File: config.mk
export PLATFORM = sky130hd
export DESIGN_NAME = bus_parity_unit
export DESIGN_NICKNAME = d
export VERILOG_FILES = /design/src/rtl/bus_parity_pkg.sv /design/src/rtl/par_lane_odd.sv /design/src/rtl/par_rx_latch.sv /design/src/rtl/par_err_resp.sv /design/src/rtl/bus_parity_unit.sv
export SDC_FILE = /design/constraint.sdc
export NUM_CORES = 1
export LEC_CHECK = 0
export BUFFER_PORTS_ARGS = -buffer_cell sky130_fd_sc_hd__buf_2
export CELL_PAD_IN_SITES_DETAIL_PLACEMENT = 2
export CELL_PAD_IN_SITES_GLOBAL_PLACEMENT = 2
export CORE_UTILIZATION = 28
export DETAILED_ROUTE_END_ITERATION = 10
export PLACE_DENSITY_LB_ADDON = 0.1
export SLEW_MARGIN = 0
export SYNTH_ARGS = -nofsm -noshare
export SYNTH_HDL_FRONTEND = slang
export SYNTH_SLANG_ARGS = --single-unit
export TNS_END_PERCENT = 30
File: constraint.sdc
create_clock -name clk -period 2.7 [get_ports clk]
set_input_delay 0.135 -clock clk [delete_from_list [all_inputs] [get_ports clk]]
set_output_delay 0.135 -clock clk [all_outputs]
set_load 0.01 [all_outputs]
File: src/rtl/bus_parity_pkg.sv
package bus_parity_pkg;
    typedef struct packed {
        logic perr;
        logic atn;
        logic halt;
    } resp_st_t;

    typedef struct packed {
        logic chk_en;
        logic auto_atn;
        logic no_halt;
        logic role_init;
    } resp_cfg_t;
endpackage

File: src/rtl/par_lane_odd.sv
module par_lane_odd #(
    parameter int LANE_W = 8
) (
    input  logic [LANE_W-1:0] lane_byte,
    output logic              odd_bit
);
    // Bit that makes the byte plus this bit hold an odd number of ones.
    assign odd_bit = ~(^lane_byte);
endmodule

File: src/rtl/par_rx_latch.sv
module par_rx_latch #(
    parameter int LANES  = 2,
    parameter int LANE_W = 8
) (
    input  logic                    clk,
    input  logic                    rst_n,
    input  logic                    load,
    input  logic [LANES*LANE_W-1:0] din,
    output logic [LANES*LANE_W-1:0] dout
);
    localparam int BUS_W = LANES * LANE_W;

    logic [BUS_W-1:0] data_d, data_q;

    always_comb begin
        data_d = data_q;
        if (load) data_d = din;
    end

    always_ff @(posedge clk or negedge rst_n) begin
        if (!rst_n) data_q <= '0;
        else        data_q <= data_d;
    end

    assign dout = data_q;

    a_r9_latch_load: assert property (@(posedge clk) disable iff (!rst_n)
        load |=> (dout == $past(din)));
    a_r9_latch_hold: assert property (@(posedge clk) disable iff (!rst_n)
        !load |=> $stable(dout));
endmodule

File: src/rtl/par_err_resp.sv
module par_err_resp
    import bus_parity_pkg::*;
(
    input  logic      clk,
    input  logic      rst_n,
    input  logic      lane_bad,
    input  logic      strobe,
    input  resp_cfg_t cfg,
    input  logic      sts_clr,
    input  logic      restart,
    output logic      perr_flag,
    output logic      atn,
    output logic      halt
);
    resp_st_t st_d, st_q;
    logic     err_hit;

    always_comb begin
        err_hit = strobe && cfg.chk_en && lane_bad;
        st_d    = st_q;
        if (sts_clr) st_d.perr = 1'b0;
        if (restart) begin
            st_d.atn  = 1'b0;
            st_d.halt = 1'b0;
        end
        if (err_hit) begin
            st_d.perr = 1'b1;
            if (cfg.role_init && cfg.auto_atn) st_d.atn  = 1'b1;
            if (!cfg.role_init && !cfg.no_halt) st_d.halt = 1'b1;
        end
    end

    always_ff @(posedge clk or negedge rst_n) begin
        if (!rst_n) st_q <= '0;
        else        st_q <= st_d;
    end

    assign perr_flag = st_q.perr;
    assign atn       = st_q.atn;
    assign halt      = st_q.halt;

    a_r2_err_sets_flag: assert property (@(posedge clk) disable iff (!rst_n)
        (strobe && cfg.chk_en && lane_bad) |=> perr_flag);
    a_r3_idle_no_set: assert property (@(posedge clk) disable iff (!rst_n)
        (!perr_flag && (!strobe || !cfg.chk_en)) |=> !perr_flag);
    a_r4_sticky: assert property (@(posedge clk) disable iff (!rst_n)
        (perr_flag && !sts_clr) |=> perr_flag);
    a_r6_atn_set: assert property (@(posedge clk) disable iff (!rst_n)
        (strobe && cfg.chk_en && lane_bad && cfg.role_init && cfg.auto_atn) |=> atn);
    a_r7_halt_hold: assert property (@(posedge clk) disable iff (!rst_n)
        (halt && !restart) |=> halt);
    a_r7_no_halt_init: assert property (@(posedge clk) disable iff (!rst_n)
        (!halt && (cfg.role_init || cfg.no_halt)) |=> !halt);
endmodule

File: src/rtl/bus_parity_unit.sv
module bus_parity_unit
    import bus_parity_pkg::*;
#(
    parameter int LANES  = 2,
    parameter int LANE_W = 8
) (
    input  logic                    clk,
    input  logic                    rst_n,
    input  logic [LANES*LANE_W-1:0] tx_data,
    output logic [LANES-1:0]        tx_par,
    input  logic [LANES*LANE_W-1:0] rx_data,
    input  logic [LANES-1:0]        rx_par,
    input  logic                    rx_strobe,
    input  logic                    cfg_chk_en,
    input  logic                    cfg_even_gen,
    input  logic                    cfg_auto_atn,
    input  logic                    cfg_no_halt,
    input  logic                    cfg_irq_en,
    input  logic                    role_init,
    input  logic                    sts_clr,
    input  logic                    restart,
    output logic                    perr_flag,
    output logic                    irq,
    output logic                    atn,
    output logic                    halt,
    output logic [LANES-1:0]        live_par,
    output logic [LANES*LANE_W-1:0] rx_latched,
    output logic [LANES-1:0]        latched_par
);
    logic [LANES-1:0] tx_odd, rx_odd, lane_err;
    logic             lane_bad;
    resp_cfg_t        cfg;

    for (genvar k = 0; k < LANES; k++) begin : g_lane
        par_lane_odd #(.LANE_W(LANE_W)) u_tx_odd (
            .lane_byte (tx_data[k*LANE_W +: LANE_W]),
            .odd_bit   (tx_odd[k])
        );
        par_lane_odd #(.LANE_W(LANE_W)) u_rx_odd (
            .lane_byte (rx_data[k*LANE_W +: LANE_W]),
            .odd_bit   (rx_odd[k])
        );
        par_lane_odd #(.LANE_W(LANE_W)) u_lat_odd (
            .lane_byte (rx_latched[k*LANE_W +: LANE_W]),
            .odd_bit   (latched_par[k])
        );
        assign tx_par[k]   = tx_odd[k] ^ cfg_even_gen;
        assign lane_err[k] = rx_par[k] != rx_odd[k];
    end

    assign lane_bad      = |lane_err;
    assign cfg.chk_en    = cfg_chk_en;
    assign cfg.auto_atn  = cfg_auto_atn;
    assign cfg.no_halt   = cfg_no_halt;
    assign cfg.role_init = role_init;

    par_rx_latch #(.LANES(LANES), .LANE_W(LANE_W)) u_latch (
        .clk   (clk),
        .rst_n (rst_n),
        .load  (rx_strobe),
        .din   (rx_data),
        .dout  (rx_latched)
    );

    par_err_resp u_resp (
        .clk       (clk),
        .rst_n     (rst_n),
        .lane_bad  (lane_bad),
        .strobe    (rx_strobe),
        .cfg       (cfg),
        .sts_clr   (sts_clr),
        .restart   (restart),
        .perr_flag (perr_flag),
        .atn       (atn),
        .halt      (halt)
    );

    assign live_par = rx_par;
    assign irq      = perr_flag & cfg_irq_en;

    a_r5_irq_needs_flag: assert property (@(posedge clk) disable iff (!rst_n)
        irq |-> (perr_flag && cfg_irq_en));
    a_r8_live_par: assert property (@(posedge clk) disable iff (!rst_n)
        live_par == rx_par);
endmodule

==> results.tsv, run 1 <==
metric	value	unit
holdPathStages	2	
fin_ws	1.25	ns
cp.buffers_inverters	1	
fmax	690	MHz
cpLargestDelayFamily	XOR/XNOR gates	
skew	0	ns
worstMarginPinSlew	0.453	ns
grt_pass1_wl	5760	um
cts-root-buf	clkbuf_8	
ir_drop	0.218	mV
die-area	4920	um^2
drtIter0Drc	9	
crit_required	2.57	ns
grt_start_max_net_pins	21	
synth_cell_type_count	20	
synthTopCellsByArea	dfrtp_1, xnor2_1, mux2_2	
rows	24	
r2r_start	u_latch.dout[15]	
totalWireLength	3280	um
cts_setup_buffers	0	
hold_path.class	in2reg	
die-height	70.2	um
relSlewSlack	0.698	
wl_per_cell	14.1	um
clk_latency	0.25	ns
netlist_area	1300	um^2
critical_path.most_common_cell	xnor2_1	
antenna_found_initial	0	
fin_area	1730	um^2
power	939	uW
hold_end	u_resp.perr_flag	
min_period_over_period	0.537	
worstPathArrival	1.31	ns
netlist_instances	111	
drive_gt1_frac	0.500	
first_pass_iters	2	
fin_tns_setup	0	ns
drv_slew	0	
yosys_warnings	0	
dp_slack	1.08	ns
io_pins	71	
setup_viol	0	
worst-path-max-fanout	3	
yosysSeqAreaShare	0.365	
hpwl	2820	um
synth-seq-cells	19	
cts.sinks	19	
placed_area	1680	um^2
cts_tree	yes	
cts_resized	0	
r2r_slack	1.89	ns
synth_top_area_cell	dfrtp_1	
die_w	70.2	um
h-tree-depth	1	
gp_congestion	0.699	
grt_pass1_vias	1225	
clk_pin_slew	0.07	ns
start_util	0.295	
yosysTopAreaCellShare	0.365	
hold_viol	0	
start_kind	flip-flop	
syn2layout_area_growth	33.2	%
max_stage_delay	0.41	ns
timing.rr.end	u_latch.dout[15]	
leakagePower	0.826	nW
drc	0	
path_class	reg2out	
min_period	1.45	ns
syn_avg_cell_area	11.7	um^2
grt.total_usage	0.148	
power_density	542	nW/um^2
cp-end-kind	output pin	
diodes	0	
nets	226	
vias	1057	
via_per_inst	4.56	
hp-start	sts_clr	
reg2reg_depth	1	
fill_cells	499	
rsz0062_at_grt	false	
cp_slowest_cell	dfrtp_1	
syn-num-nets	156	
io_buffers	70	
overflow	0	
max-clock-path-buffers	2	
outcome	finished clean	
cp_cell_sequence	xnor2_1 -> xnor2_1 -> xnor2_1 -> buf_2	
numCtsBuffers	3	
final_util	0.393	
drtAntennaViolNets	0	
maxCapViolations	0	
core	4410	um^2
-- per-stage QoR --
step                      hold WS, ns  instances
after floorplan                -0.161        111
after global placement          0.108        227
after detailed placement        0.112        227
after CTS                       0.110        232
after global routing            0.107        232
final                           0.109        232
-- worst max-delay path by stage --
stage | from | endpoint | slack [ns] | depth (start not counted)
6_report | u_latch.dout[9] | latched_par[1] | 1.25 | 4
4_1_cts | u_latch.dout[3] | latched_par[0] | 1.20 | 4
2_1_floorplan | rx_data[13] | u_resp.perr_flag | 1.46 | 4
5_1_grt | u_latch.dout[9] | latched_par[1] | 1.12 | 4
3_5_place_dp | rx_strobe | u_resp.halt | 1.08 | 4
3_3_place_gp | rx_strobe | u_resp.halt | 1.13 | 4
-- cells in the final DEF, fill, tap and decap left out, drive strengths merged --
cell and n:
nand2 3, nor2 8, xnor3 3, dlygate4sd3 1, mux2 16, and2 1, mux2i 3, nand4 4
xor2 5, clkbuf 4, xnor2 33, dfrtp 19, or3 3, buf 70, inv 1, or4bb 1
nand2b 2, o2111ai 1, xor3 2
-- final cells by class --
cell class / count / area (um^2) / area share
multi-input combinational: 85 / 783 / 0.452
sequential: 19 / 475 / 0.274
timing repair buffer: 71 / 360 / 0.208
tap: 52 / 65.1 / 0.0375
clock buffer: 4 / 45.0 / 0.0260
inverter: 1 / 3.75 / 0.00217
-- cell families (layout without fill, tap and decap cells) --
logic type / Yosys count / after routing / synth area share
flops: 19 / 19 / 0.365
compound gates: 1 / 1 / 0.00673
xor+xnor: 43 / 43 / 0.345
mux: 19 / 19 / 0.162
simple gates: 22 / 22 / 0.0885
buf+inv: 7 / 76 / 0.0327
-- per-layer routing --
metal  global-route usage  wire length (um)
met3               0.0274               182
met5                    0                 0
met4               0.0333                19
met2                0.269              1690
met1                0.181              1390
-- synthesized netlist by cell type --
library cell	instances
xnor2_1	33
mux2i_1	3
dfrtp_1	19
xor3_1	2
nand2_1	3
or4bb_1	1
nor2_1	8
and2_1	1
buf_1	1
buf_2	1
xor2_1	5
or3_1	3
xnor3_1	2
inv_1	1
o2111ai_1	1
nand2b_1	2
xnor3_2	1
nand4_1	4
mux2_2	16
buf_4	4
-- registers in the layout, indices dropped and copies added, names as in the netlist --
| name | count |
|---|---|
| u_latch.dout | 16 |
| u_resp.atn | 1 |
| u_resp.halt | 1 |
| u_resp.perr_flag | 1 |
-- report_power, final --
group	internal (mW)	switching, mW	leakage [nW]	total, mW
clock	0.105	0.0911	0.0228	0.196
combinational	0.216	0.181	0.577	0.396
sequential	0.318	0.0285	0.226	0.347
-- timing repair --
action | 4_1_cts | 5_1_grt
hold endpoints to repair | 19 | 0
setup endpoints to repair | 0 | 0
hold buffers | 1 | 0
(Power assumes the default switching activity.)
==> run 2, diff against run 1 <==
--- a/config.mk
+++ b/config.mk
@@ -8,7 +8,7 @@
 export BUFFER_PORTS_ARGS = -buffer_cell sky130_fd_sc_hd__buf_2
 export CELL_PAD_IN_SITES_DETAIL_PLACEMENT = 2
 export CELL_PAD_IN_SITES_GLOBAL_PLACEMENT = 2
-export CORE_UTILIZATION = 28
+export CORE_UTILIZATION = 26
 export DETAILED_ROUTE_END_ITERATION = 10
 export PLACE_DENSITY_LB_ADDON = 0.1
 export SLEW_MARGIN = 0
==> constraint.sdc (replaced) <==
create_clock -name clk -period 1.45 [get_ports clk]
set_input_delay 0.0725 -clock clk [delete_from_list [all_inputs] [get_ports clk]]
set_output_delay 0.0725 -clock clk [all_outputs]
set_load 0.01 [all_outputs]
==> run 2 against run 1 <==
Clock power up 88%. Sequential share of layout area shrank 0.94 points. Largest cell class unchanged. Critical endpoint unchanged. Flip-flop and latch count unchanged. First-iteration DRC count is 67% lower. Via count up 2.1%.
==> results.tsv, run 2 (synthesized netlist as in run 1, its figures left out) <==
metric	value	unit	change
mostFrequentLayoutCell	buf_2		
fin_area	1800	um^2	+3.8%
drive_gt1_frac	0.541		+0.0414
cp_cell_sequence	xnor2_1 -> xnor2_1 -> xnor2_1 -> buf_2		
critical_path.most_common_cell	xnor2_1		
cp_slowest_cell	dfrtp_1		
cp-end-kind	output pin		
fmax	704	MHz	
whs	0.0423	ns	-0.0666 ns
die-area	5290	um^2	+7.5%
relSlewSlack	0.705		+0.00756
gp_congestion	0.732		+4.6%
start_util	0.274		-0.0211
die-height	72.7	um	+3.7%
clk_pin_slew	0.08	ns	about the same
max-clock-path-buffers	2		unchanged
overflow	0		unchanged
grt.total_usage	0.134		-0.0147
leakagePower	0.861	nW	+4.2%
outcome	finished clean		
diodes	0		unchanged
antenna_found_initial	0		unchanged
vias	1079		+2.1%
clk_latency	0.25	ns	about the same
drtAntennaViolNets	0		unchanged
worst-path-max-fanout	3		unchanged
first_pass_iters	4		+2
min_period_over_period	0.979		
start_kind	flip-flop		
drc	0		unchanged
numCtsBuffers	3		unchanged
grt_pass1_wl	5400	um	-6.2%
drv_slew	0		unchanged
io_pins	71		unchanged
final_cell_mix	buf_2, xnor2_1, dfrtp_1		
drtIter0Drc	3		-6
cpLargestDelayFamily	XOR/XNOR gates		
setup_viol	0		unchanged
dp_slack	0.0189	ns	-1.06 ns
core	4750	um^2	+7.7%
met2_usage	0.247		-0.0221
power_density	994	nW/um^2	+83%
grt_pass1_vias	1156		-5.6%
cp.buffers_inverters	1		unchanged
via_per_inst	4.35		-4.5%
cts_tree	yes		
path_class	reg2out		
cts.sinks	19		unchanged
nets	227		+0.44%
skew	0	ns	unchanged
h-tree-depth	1		unchanged
rsz0062_at_grt	true		
placed_area	1700	um^2	+1.6%
min_period	1.42	ns	
fin_ws	0.0303	ns	-1.22 ns
use_met3	0.0249		-0.00256
hold_path.class	in2reg		
worstMarginPinSlew	0.442	ns	-0.0113 ns
met1_usage	0.162		-0.0194
hpwl	2890	um	+2.4%
rows	25		+4.2%
crit_required	1.38	ns	-1.19 ns
io_buffers	70		unchanged
power	1.79	mW	+90%
totalWireLength	3390	um	+3.5%
cts-root-buf	clkbuf_8		
grt_start_max_net_pins	20		-4.8%
worstPathArrival	1.35	ns	+0.04 ns
ir_drop	0.292	mV	+34%
global_route.peak_usage_layer	met2		
maxCapViolations	0		unchanged
wl_per_cell	13.7	um	-3.2%
syn2layout_area_growth	38.3	%	
die_w	72.7	um	+3.7%
max_stage_delay	0.40	ns	about the same
hold_viol	0		unchanged
largest_register_ffs	16		unchanged
run 2: changes by cell type in the layout (fill, tap and decap cells not counted), sizes merged:
| cell | before | now |
|---|---|---|
| clkinv | 0 | 1 |
| clkbuf | 4 | 3 |
| buf | 70 | 71 |
run 2: layer usage:
metal	vias up	share of wire	wire length (um)
met3	4	0.051	174
met2	37	0.54	1830
met4	0	0.0077	26
met1	529	0.40	1360
met5	-	0	0
li1	509	-	-
run 2: layout make-up:
class	count	area, um^2
inverters	1	3.75
flip-flops and latches	19	477
well taps	67	83.8
clock inverters	1	5.00
repair buffers	72	368
clock buffers	3	41.3
fillers	548	2960
multi-input cells	85	821
run 2: worst paths after layout:
path                                  start               end  slack (ns)  cells past startpoint
max in group asynchronous             rst_n   u_latch.dout[3]        0.83                      2
min reg2reg                      u_resp.atn        u_resp.atn        0.52                      2
max                        u_latch.dout[10]    latched_par[1]        0.03                      4
min in group asynchronous             rst_n       u_resp.halt        0.29                      2
max reg2reg                u_latch.dout[15]  u_latch.dout[15]        0.63                      1
min                                 sts_clr  u_resp.perr_flag        0.04                      2
run 2: metrics by stage:
stage,std cells,TNS (ns),util
2_1_floorplan,111,0,-
3_3_place_gp,243,0,0.358
3_5_place_dp,243,0,0.358
4_1_cts,248,0,0.372
5_1_grt,248,-0.0657,0.378
6_report,248,0,0.378
run 2: where the power goes:
part	total [mW]	leakage (nW)	internal, mW	switching, mW
Sequential	0.655	0.225	0.593	0.0620
Combinational	0.766	0.610	0.420	0.346
Clock	0.368	0.0255	0.191	0.177
run 2: timing repair:
item,in CTS,in global routing
setup buffers,0,0
gates resized for setup,1,5
pin swaps,0,4
hold endpoints to repair,19,0
endpoints found under the setup margin,1,2
hold buffers,1,0
==> run 3, diff against run 2 <==
--- a/config.mk
+++ b/config.mk
@@ -5,10 +5,11 @@
 export SDC_FILE = /design/constraint.sdc
 export NUM_CORES = 1
 export LEC_CHECK = 0
+export ABC_AREA = 0
 export BUFFER_PORTS_ARGS = -buffer_cell sky130_fd_sc_hd__buf_2
 export CELL_PAD_IN_SITES_DETAIL_PLACEMENT = 2
 export CELL_PAD_IN_SITES_GLOBAL_PLACEMENT = 2
-export CORE_UTILIZATION = 26
+export CORE_UTILIZATION = 23
 export DETAILED_ROUTE_END_ITERATION = 10
 export PLACE_DENSITY_LB_ADDON = 0.1
 export SLEW_MARGIN = 0
==> constraint.sdc (replaced) <==
create_clock -name clk -period 1.17 [get_ports clk]
set_input_delay 0.0585 -clock clk [delete_from_list [all_inputs] [get_ports clk]]
set_output_delay 0.0585 -clock clk [all_outputs]
set_load 0.01 [all_outputs]
==> run 3 against run 2 <==
The flow now finishes with violations (setup timing). Worst hold slack worse by 0.0056 ns. Sequential share of layout area shrank 1.3 points. Worst setup slack got worse by 0.25 ns. Clock skew unchanged. Core utilization shrank 3.4 points. Critical path type unchanged. Critical endpoint unchanged.
==> results.tsv, run 3 (synthesized netlist as in run 1, its figures left out) <==
metric	value	unit	change
io_pins	71		unchanged
fin_ws	-0.217	ns	-0.248 ns
worst-path-max-fanout	3		unchanged
hold_viol	0		unchanged
min_period	1.39	ns	
clk_pin_slew	0.08	ns	about the same
numCtsBuffers	3		unchanged
maxCapViolations	0		unchanged
max_stage_delay	0.42	ns	+0.02 ns
p_switching	757	uW	+29%
cts-root-buf	clkbuf_8		
drtIter0Drc	35		+32
h-tree-depth	1		unchanged
drive_gt1_frac	0.568		+0.0270
leakagePower	0.915	nW	+6.3%
diodes	0		unchanged
hold_path.class	in2reg		
worstPathArrival	1.33	ns	-0.02 ns
grt_pass1_vias	1223		+5.8%
core	5470	um^2	+15%
holdPathStages	2		unchanged
worstMarginPinSlew	0.469	ns	+0.0276 ns
power_density	1210	nW/um^2	+22%
mostFrequentLayoutCell	buf_2		
cts_tree	yes		
start_kind	flip-flop		
p_int	1.53	mW	+27%
reg2reg_depth	2		+1
overflow	0		unchanged
min_period_over_period	1.19		
power_frac_seq	0.354		-0.012
grt.total_usage	0.123		-0.0107
violations	setup timing		
path_class	reg2out		
p_comb_frac	0.440		+0.012
totalWireLength	3570	um	+5.3%
r2r_slack	0.23	ns	-0.40 ns
drtAntennaViolNets	0		unchanged
fill_cells	622		+14%
relSlewSlack	0.687		-0.0184
ir_drop	0.449	mV	+54%
cp_cell_sequence	xnor2_2 -> xnor2_2 -> xnor2_1 -> buf_2		
critical_path.most_common_cell	xnor2_2		
final_util	0.345		-0.0337
via_per_inst	4.20		-3.5%
first_pass_iters	3		-1
cp-end-kind	output pin		
max-clock-path-buffers	2		unchanged
rows	27		+8.0%
grt_start_max_net_pins	20		unchanged
setup_viol	2		+2
p_clk_frac	0.206		about the same
fmax	721	MHz	
vias	1100		+1.9%
cpLargestDelayFamily	XOR/XNOR gates		
skew	0	ns	unchanged
gp_congestion	0.675		-7.8%
cp.buffers_inverters	1		unchanged
final_cell_mix	buf_2, xnor2_1, dfrtp_1		
antenna_found_initial	0		unchanged
wl_per_cell	13.6	um	-0.32%
outcome	finished, violations left		
io_buffers	70		unchanged
drv_slew	0		unchanged
swShare	0.331		+0.00419
fin_tns_setup	-0.403	ns	-0.403 ns
die-height	77.2	um	+6.1%
nets	236		+4.0%
die_w	77.2	um	+6.1%
hpwl	2960	um	+2.4%
start_util	0.238		-0.0359
rsz0062_at_grt	true		
grt_pass1_wl	5710	um	+5.8%
path_depth	4		unchanged
die-area	5960	um^2	+13%
largest_register_ffs	16		unchanged
drc	0		unchanged
power	2.28	mW	+28%
cts.sinks	19		unchanged
syn2layout_area_growth	45.0	%	
clk_latency	0.25	ns	about the same
crit_required	1.11	ns	-0.27 ns
cp_slowest_cell	dfrtp_1		
[run 3: changes by cell type in the layout (fill, tap and decap cells not counted)]
cell     previous run  this run
buf_4               1        10
xnor2_1            28        26
xnor2_2             5         7
dfrtp_1            18        19
dfrtp_2             1         0
[run 3: what timing repair did]
item | CTS | global route
hold endpoints to repair | 19 | 0
buffers inserted | 2 | 2
hold buffers | 1 | 0
gates resized for setup | 3 | 4
endpoints found under the setup margin | 2 | 2
pin swaps | 5 | 4
[run 3: cell type report]
cell class              count  area [um^2]  share of cell area
multi-input cells          85          836               0.443
flip-flops and latches     19          475               0.252
repair buffers             81          435               0.231
well taps                  72         90.1              0.0477
clock buffers               3         41.3              0.0219
clock inverters             1         5.00             0.00265
inverters                   1         3.75             0.00199
[run 3: path summary, 6_finish.rpt]
kind	from	end
max	u_latch.dout[15]	latched_par[1]
min	sts_clr	u_resp.perr_flag
max reg2reg	u_latch.dout[12]	u_latch.dout[12]
min reg2reg	u_resp.halt	u_resp.halt
max in group asynchronous	rst_n	u_latch.dout[2]
min in group asynchronous	rst_n	u_resp.atn
[run 3: power by group through the flow]
stage / sequential (mW) / clock (mW) / combinational [mW]
6_report: 0.809 / 0.471 / 1.00
5_1_grt: 0.821 / 0.532 / 1.09
4_1_cts: 0.806 / 0.503 / 0.994
3_5_place_dp: 0.814 / 0 / 0.965
3_3_place_gp: 0.807 / 0 / 0.941
2_1_floorplan: 0.842 / 0 / 0.629
[run 3: per-layer routing]
layer | vias up | track usage | wire length, um
li1 | 531 | - | -
met1 | 531 | 0.140 | 1450
met2 | 36 | 0.233 | 1920
met3 | 2 | 0.0226 | 183
met4 | 0 | 0.0283 | 17
met5 | - | 0 | 0
[run 3: per-stage QoR]
| step | cells | hold slack (ns) | setup WS (ns) | area (um^2) |
|---|---|---|---|---|
| global route | 262 | 0.0405 | -0.308 | 1890 |
| floorplan | 111 | -0.237 | 0.00669 | 1300 |
| finish | 262 | 0.0367 | -0.217 | 1890 |
| CTS | 260 | 0.0306 | -0.236 | 1840 |
| detailed placement | 253 | 0.0572 | -0.231 | 1750 |
| global placement | 253 | 0.0404 | -0.207 | 1750 |
[run 3: worst register-to-register path, cell delays in order, from the launching register on]
cell	delay, ns
dfrtp_1	0.41
buf_4	0.15
mux2_2	0.26
